## config.mk

```make
export PLATFORM = sky130hd
export DESIGN_NAME = sinc3_filter
export DESIGN_NICKNAME = d
export VERILOG_FILES = /design/src/rtl/sinc3_pkg.sv /design/src/rtl/sinc3_edge_sync.sv /design/src/rtl/sinc3_integ_chain.sv /design/src/rtl/sinc3_comb.sv /design/src/rtl/sinc3_filter.sv
export SDC_FILE = /design/constraint.sdc
export NUM_CORES = 1
export LEC_CHECK = 0
export ABC_CLOCK_PERIOD_IN_PS = 7650
export BUFFER_PORTS_ARGS = -buffer_cell sky130_fd_sc_hd__buf_2
export CAP_MARGIN = 20
export CORE_ASPECT_RATIO = 1.5
export CORE_MARGIN = 3
export CORE_UTILIZATION = 40
export DETAILED_ROUTE_END_ITERATION = 12
export REMOVE_ABC_BUFFERS = 1
export SKIP_CTS_REPAIR_TIMING = 1
export SYNTH_ARGS = -nofsm -noshare
export SYNTH_HDL_FRONTEND = slang
export SYNTH_SLANG_ARGS = --single-unit
```

## constraint.sdc

```tcl
create_clock -name clk -period 7.65 [get_ports clk]
set_input_delay 1.53 -clock clk [delete_from_list [all_inputs] [get_ports clk]]
set_output_delay 1.53 -clock clk [all_outputs]
set_load 0.02 [all_outputs]
```

## src/rtl/sinc3_pkg.sv

```systemverilog
package sinc3_pkg;
  localparam int unsigned SETTLE_RESULTS = 2;
  localparam int unsigned SETTLE_W = 2;

  typedef enum logic {
    ADV_SYSCLK = 1'b0,
    ADV_LINKCLK = 1'b1
  } adv_src_e;
endpackage

```

## src/rtl/sinc3_edge_sync.sv

```systemverilog
module sinc3_edge_sync #(
  parameter int unsigned SYNC_STAGES = 2
) (
  input  logic clk,
  input  logic rst,
  input  logic pin_in,
  output logic rise
);
  localparam int unsigned CHAIN = SYNC_STAGES + 1;
  logic [CHAIN-1:0] chain_q;

  always_ff @(posedge clk) begin
    if (rst) chain_q <= '0;
    else     chain_q <= {chain_q[CHAIN-2:0], pin_in};
  end

  assign rise = chain_q[CHAIN-2] & ~chain_q[CHAIN-1];
endmodule

```

## src/rtl/sinc3_integ_chain.sv

```systemverilog
module sinc3_integ_chain #(
  parameter int unsigned ACC_W  = 32,
  parameter int unsigned STAGES = 3
) (
  input  logic             clk,
  input  logic             clr,
  input  logic             adv,
  input  logic             bit_in,
  output logic [ACC_W-1:0] last_acc
);
  logic [ACC_W-1:0] acc_q [STAGES];
  logic [ACC_W-1:0] addend [STAGES];

  assign addend[0] = {{(ACC_W-1){1'b0}}, bit_in};

  for (genvar g = 0; g < STAGES; g++) begin : g_stage
    if (g > 0) begin : g_feed
      assign addend[g] = acc_q[g-1];
    end
    always_ff @(posedge clk) begin
      if (clr)      acc_q[g] <= '0;
      else if (adv) acc_q[g] <= acc_q[g] + addend[g];
    end
  end

  assign last_acc = acc_q[STAGES-1];
endmodule

```

## src/rtl/sinc3_comb.sv

```systemverilog
module sinc3_comb #(
  parameter int unsigned ACC_W  = 32,
  parameter int unsigned DEC_W  = 16,
  parameter int unsigned STAGES = 3
) (
  input  logic             clk,
  input  logic             clr,
  input  logic             adv,
  input  logic [DEC_W-1:0] dec_len,
  input  logic [ACC_W-1:0] integ_in,
  output logic             load,
  output logic [ACC_W-1:0] diff_out
);
  logic [DEC_W-1:0] cnt_q;
  logic             last;
  logic [ACC_W-1:0] hist_q [STAGES];
  logic [ACC_W-1:0] diff [STAGES];

  assign last = ({1'b0, cnt_q} + {{DEC_W{1'b0}}, 1'b1}) >= {1'b0, dec_len};

  always_ff @(posedge clk) begin
    if (clr) begin
      cnt_q <= '0;
      load  <= 1'b0;
    end else begin
      load <= adv & last;
      if (adv) cnt_q <= last ? '0 : cnt_q + 1'b1;
    end
  end

  assign diff[0] = integ_in - hist_q[0];

  for (genvar g = 0; g < STAGES; g++) begin : g_diff
    if (g > 0) begin : g_chain
      assign diff[g] = diff[g-1] - hist_q[g];
    end
    always_ff @(posedge clk) begin
      if (clr)       hist_q[g] <= '0;
      else if (load) hist_q[g] <= (g == 0) ? integ_in : diff[g-1];
    end
  end

  assign diff_out = diff[STAGES-1];
endmodule

```

## src/rtl/sinc3_filter.sv

```systemverilog
module sinc3_filter
  import sinc3_pkg::*;
#(
  parameter int unsigned ACC_W  = 32,
  parameter int unsigned DEC_W  = 16,
  parameter int unsigned STAGES = 3
) (
  input  logic             clk,
  input  logic             rst,
  input  logic             bit_in,
  input  logic             bclk_in,
  input  logic             ext_clk_mode,
  input  logic             comb_en,
  input  logic [DEC_W-1:0] dec_len,
  input  logic             rd_ack,
  output logic [ACC_W-1:0] sample_q,
  output logic             result_strobe,
  output logic             result_valid,
  output logic             settling
);
  logic [1:0]          mode_q;
  logic                clear;
  logic                link_rise;
  logic                adv;
  logic [ACC_W-1:0]    integ3;
  logic                res_load;
  logic [ACC_W-1:0]    res_diff;
  logic [SETTLE_W-1:0] nres_q;
  adv_src_e            src;

  assign src   = adv_src_e'(ext_clk_mode);
  assign clear = rst | ({ext_clk_mode, comb_en} != mode_q);
  assign adv   = (src == ADV_LINKCLK) ? link_rise : 1'b1;

  always_ff @(posedge clk) begin
    mode_q <= {ext_clk_mode, comb_en};
  end

  sinc3_edge_sync #(.SYNC_STAGES(2)) u_sync (
    .clk(clk), .rst(rst), .pin_in(bclk_in), .rise(link_rise)
  );

  sinc3_integ_chain #(.ACC_W(ACC_W), .STAGES(STAGES)) u_integ (
    .clk(clk), .clr(clear), .adv(adv), .bit_in(bit_in), .last_acc(integ3)
  );

  sinc3_comb #(.ACC_W(ACC_W), .DEC_W(DEC_W), .STAGES(STAGES)) u_comb (
    .clk(clk), .clr(clear), .adv(adv & comb_en), .dec_len(dec_len),
    .integ_in(integ3), .load(res_load), .diff_out(res_diff)
  );

  always_ff @(posedge clk) begin
    if (clear) begin
      sample_q      <= '0;
      result_strobe <= 1'b0;
      result_valid  <= 1'b0;
      settling      <= 1'b0;
      nres_q        <= '0;
    end else begin
      result_strobe <= 1'b0;
      if (comb_en) begin
        if (res_load) begin
          sample_q      <= res_diff;
          result_strobe <= 1'b1;
          result_valid  <= 1'b1;
          settling      <= (nres_q < SETTLE_W'(SETTLE_RESULTS));
          if (nres_q < SETTLE_W'(SETTLE_RESULTS)) nres_q <= nres_q + 1'b1;
        end else if (rd_ack) begin
          result_valid <= 1'b0;
        end
      end else begin
        sample_q <= integ3;
      end
    end
  end
endmodule

```

After elaboration in Yosys (flattened, before gate mapping)
Memories as Yosys holds them, arrays and structs flattened.
Cells that the tools add are included.
Word-level totals
  memories kept: 2
  memory bits (writable): 192
  register bits: 59
  logic and storage cells: 61
  bits of input ports: 23
Memories
  u_comb.hist_q: words 3, width 32, rd ports 3, clocked after Yosys merged registers in 0, write ports 3, RTL line sinc3_comb.sv:16  | logic [ACC_W-1:0] hist_q [STAGES];
  u_integ.acc_q: words 3, width 32, rd ports 3, clocked after Yosys merged registers in 0, write ports 3, RTL line sinc3_integ_chain.sv:11  | logic [ACC_W-1:0] acc_q [STAGES];
Cells by class
  mux-type cells: 20
  equal/unequal tests: 2
  magnitude comparators: 2
  reduce and logical (&&, ||, !) cells: 5
  add/sub/neg operators: 9
  bitwise logic cells: 12
Operators with widths (count)
  32-bit 2-to-1 mux: 8
  32-bit subtractor: 3
  32-bit adder: 2
  32-bit by 1-bit adder with 32-bit output: 1
  16-bit by 1-bit adder with 17-bit output, second input constant: 1
  17-bit by 16-bit greater-or-equal comparator with 1-bit output: 1
  16-bit by 1-bit adder with 16-bit output, second input constant: 1
  16-bit 2-to-1 mux: 1
  1-bit 2-to-1 mux: 11
  1-bit bitwise OR: 7
  2-bit AND reduction: 2
  1-bit bitwise AND: 3
  3-bit AND reduction: 1
  2-bit by 1-bit adder with 2-bit output, second input constant: 1
  2-bit less-than comparator, second input constant: 1
  2-bit by 1-bit inequality test with 1-bit output, second input constant: 1
  2-bit inequality test: 1
  1-bit inverter: 2
  2-bit nonzero test: 1
  2-bit OR reduction: 1

Logic depth before layout (Yosys ltp)
  word-level depth: 7
  depth in mapped cells: 34
  mapped depth without buffers: 34

Modules after synthesis
From an unflattened synthesis, not the netlist that was laid out.
Second synthesis, totals
  cells, all modules: 2082
  area total of the unflattened synthesis: 19235.9 sq um
Modules (own cells, without submodules)
  sinc3_comb: cells each 1118, sequential area each 3223.1 sq um, area each 10000.8 sq um, instances 1
  sinc3_integ_chain: cells each 789, sequential area each 2882.8 sq um, area each 7393.3 sq um, instances 1
  sinc3_filter: cells each 168, sequential area each 780.7 sq um, area each 1754.2 sq um, instances 1
  sinc3_edge_sync: cells each 7, sequential area each 60.1 sq um, area each 87.6 sq um, instances 1

Least setup slack after synthesis
OpenSTA, ideal clock, no wires.
  path kind: flip-flop to flip-flop
  start: memory u_integ.acc_q[2][0]
  end: register sample_q[31]
  arrival time: 6.138 ns
  slack: 1.424 ns
  cell stages (with the launch flop): 33
  data required time: 7.562 ns
  clock period less this slack: 6.226 ns
  path through: edfxtp_1 inv_1 ha_1 fa_1 nor2b_1 o21ai_0 a21oi_1 o21a_1 o21ai_0 a21bo_2 nand2_1 xor2_1 ha_1 a211oi_1 nor2_2 or2_4 nor4_1 nor4b_2 o21a_1 nor2_1 xnor2_1 ha_1 a21o_1 a21oi_2 o21bai_2 a2111oi_4 o311a_1 a21bo_2 and3_1 o31a_1 o21a_1 o21a_1 o32ai_2
RTL lines
  from (decl): RTL line sinc3_integ_chain.sv:11
  to (signal assigned): RTL line sinc3_filter.sv:63  | sample_q <= res_diff;
  to (signal assigned): RTL line sinc3_filter.sv:72  | sample_q <= integ3;
  to (decl): RTL line sinc3_filter.sv:16  | output logic [ACC_W-1:0] sample_q,

==> impl_metrics.yaml <==
global_route:
  grt_pass1_vias: 14951
  antenna_found_initial: 0
  grt_max_degree: 80
  gr-total-overflow: 0
  grt_first_pass_wirelength_um: 72700
  grt_usage: 0.181
run:
  max-cap-violations: 0
route:
  wl_per_cell_um: 16.7
  drt_iter0_markers: 1075
  route.detailed.drc: 0
  ant_nets: 0
  drt_wl_total_um: 44200
  dr.pass1.iters: 5
  viasPerCell: 5.40
  vias: 14260
power_and_ir_drop:
  p_per_area_nw_per_um2: 278
  p_leak_nw: 8.71
  peakVddDrop_v: 0.000196
placement:
  port_buffers: 57
  gp_congestion: 0.915
  dp_cells: 2591
  dp_hpwl_um: 32700
sta:
  timing.setup.tns_ns: 0
  period_share: 0.919
  grt_setup_unrepaired: "no"
  fin_skew_ns: 0.0115
  relSlewSlack: 0.421
  tightest_slew_ns: 0.867
  finalHoldViolations: 0
  max_freq_mhz: 142
  drv_slew: 0
  fin_crit_ns: 7.03
  setup-violations-final: 0
yosys:
  avgSynthCellArea_um2: 9.22
  yosys_warnings: 0
  synth.area.top_cells: "edfxtp_1 31%, ha_1 12%, dfxtp_1 6.4%, a21oi_1 4.7%, xnor2_1 4.5%"
  synth_top_flop_cell: "edfxtp_1"
  synth_edf_count: 192
  yosysTopAreaCell: "edfxtp_1"
  synth_cell_types: 83
  syn_inst: 1994
  async_reset_ff_frac: 0
  ys_seq_area_frac: 0.378
  yosysMostFrequentCell: "nor2_1"
  netlist_area_um2: 18400
  yosysTopAreaCellShare: 0.314
  ys_ff_latch: 251
  synth_commonest_cells: "200 x nor2_1, 192 x edfxtp_1, 174 x ha_1"
clock_tree:
  cts_tree: "done"
  htree_levels: 1
  cts.clk_slew.worst_paths_ns: 0.06
  clk_path_buf_depth: 3
  cts.sinks: 251
  cts_root_buffer: "clkbuf_16"
  cts_buffers: 27
  clock_latency_ns: 0.56
floorplanning:
  placementRows: 95
  ioPinCount: 58
  die-area_um2: 48600
  die_h_um: 269
  initial_utilization: 0.407
  die_w_um: 181
  core_area_um2: 45200
layout:
  nNetsFinal: 2241
  fin_util: 0.449
  fillers: 4311
  drive_above_1_share: 0.0825
  diodes: 0
  synthToLayoutAreaGrowth_pct: 10.4
  instances_no_fill: 2642
critical_path:
  cp_slowest_cell: "fa_1"
  start_kind: "flop"
  critPathKind: "reg -> reg"
  r2r_cells: 33
  end_kind: "flop"
  cp.arrival_ns: 7.49
  required_ns: 8.11
  critPathMaxFanout: 5
  cp_slowest_stage_delay_ns: 0.41
outcome:
  status: "finished, final reports clean"
hold_path:
  hp-class: "reg -> reg"
  hold_depth: 2
## cell type report
| type | instances | area, µm² | share of cell area |
|---|---|---|---|
| repair buffers | 71 | 410 | 0.0202 |
| well taps | 582 | 728 | 0.0359 |
| flip-flops and latches | 251 | 6950 | 0.342 |
| clock inverters | 13 | 144 | 0.00709 |
| clock buffers | 37 | 806 | 0.0397 |
| inverters | 173 | 649 | 0.0320 |
| multi-input cells | 1515 | 10600 | 0.523 |
## per-layer routing
metal	up-vias	global-route usage	part of all wire
met5	-	0	0
met4	0	0.0670	0.034
met3	79	0.0192	0.032
met2	214	0.360	0.54
met1	6718	0.196	0.40
li1	7249	-	-
## critical path: cells and delay by family (launching register included)
kind	cells	cell delay (ns)
compound gates	19	4.03
xor+xnor	2	0.33
fa+ha+maj	4	1.18
buf+inv	2	0.19
flops	1	0.37
simple gates	6	0.82
## flip-flops by register name, indices dropped and copies added, names as in the netlist
signal and cells:
result_valid 1, settling 1, mode_q 2, sample_q 32
u_sync.chain_q 3, u_comb.hist_q 96, result_strobe 1, u_comb.load 1
u_integ.acc_q 96, nres_q 2, u_comb.cnt_q 16
## path summary, 6_finish.rpt
check | start | end | slack (ns)
min | u_sync.chain_q[1]$_SDFF_PP0_ | u_sync.chain_q[2]$_SDFF_PP0_ | 0.43
min reg2reg | u_sync.chain_q[1]$_SDFF_PP0_ | u_sync.chain_q[2]$_SDFF_PP0_ | 0.43
max reg2reg | u_integ.acc_q[2][0]$_SDFFCE_PN0P_ | sample_q[31]$_SDFFE_PP0P_ | 0.62
max | u_integ.acc_q[2][0]$_SDFFCE_PN0P_ | sample_q[31]$_SDFFE_PP0P_ | 0.62
## kinds of logic (layout without fill, tap and decap cells)
kind of cell,Yosys count,count (layout),synth area share
and+or+nand+nor,623,623,0.172
DFF,251,251,0.378
buffers and inverters,228,294,0.0470
AOI/OAI and AO/OA,517,517,0.183
xor gates and xnor gates,173,173,0.0832
adders and majority gates,179,179,0.124
muxes,23,23,0.0125
## through the flow
stage	hold WS, ns	worst slack [ns]	instance area [µm²]	total power, mW
detailed placement	0.428	0.738	19300	4.22
floorplan	0.405	1.09	18200	3.64
finish	0.432	0.623	20300	5.64
global placement	0.420	0.837	19300	4.20
CTS	0.437	0.609	20300	5.66
global route	0.452	0.0217	20300	6.05
## report_power, final
group          internal (mW)  switching [mW]
registers               1.52          0.0380
logic                   1.09            1.59
clock network          0.837           0.568
## cell usage in the layout (no fill, tap or decap), drive strengths merged, types with 54 or more instances in the layout
| cell type | Yosys | layout |
|---|---|---|
| inv | 172 | 174 |
| and2 | 54 | 54 |
| ha | 174 | 174 |
| o21ai | 105 | 105 |
| xnor2 | 94 | 94 |
| xor2 | 78 | 78 |
| buf | 8 | 71 |
| nor2 | 201 | 201 |
| dfxtp | 59 | 59 |
| a21o | 73 | 73 |
| edfxtp | 192 | 192 |
| a21oi | 178 | 178 |
| and3 | 71 | 71 |
| nand2 | 84 | 84 |
Note: power is estimated with default switching activity, not from simulation.
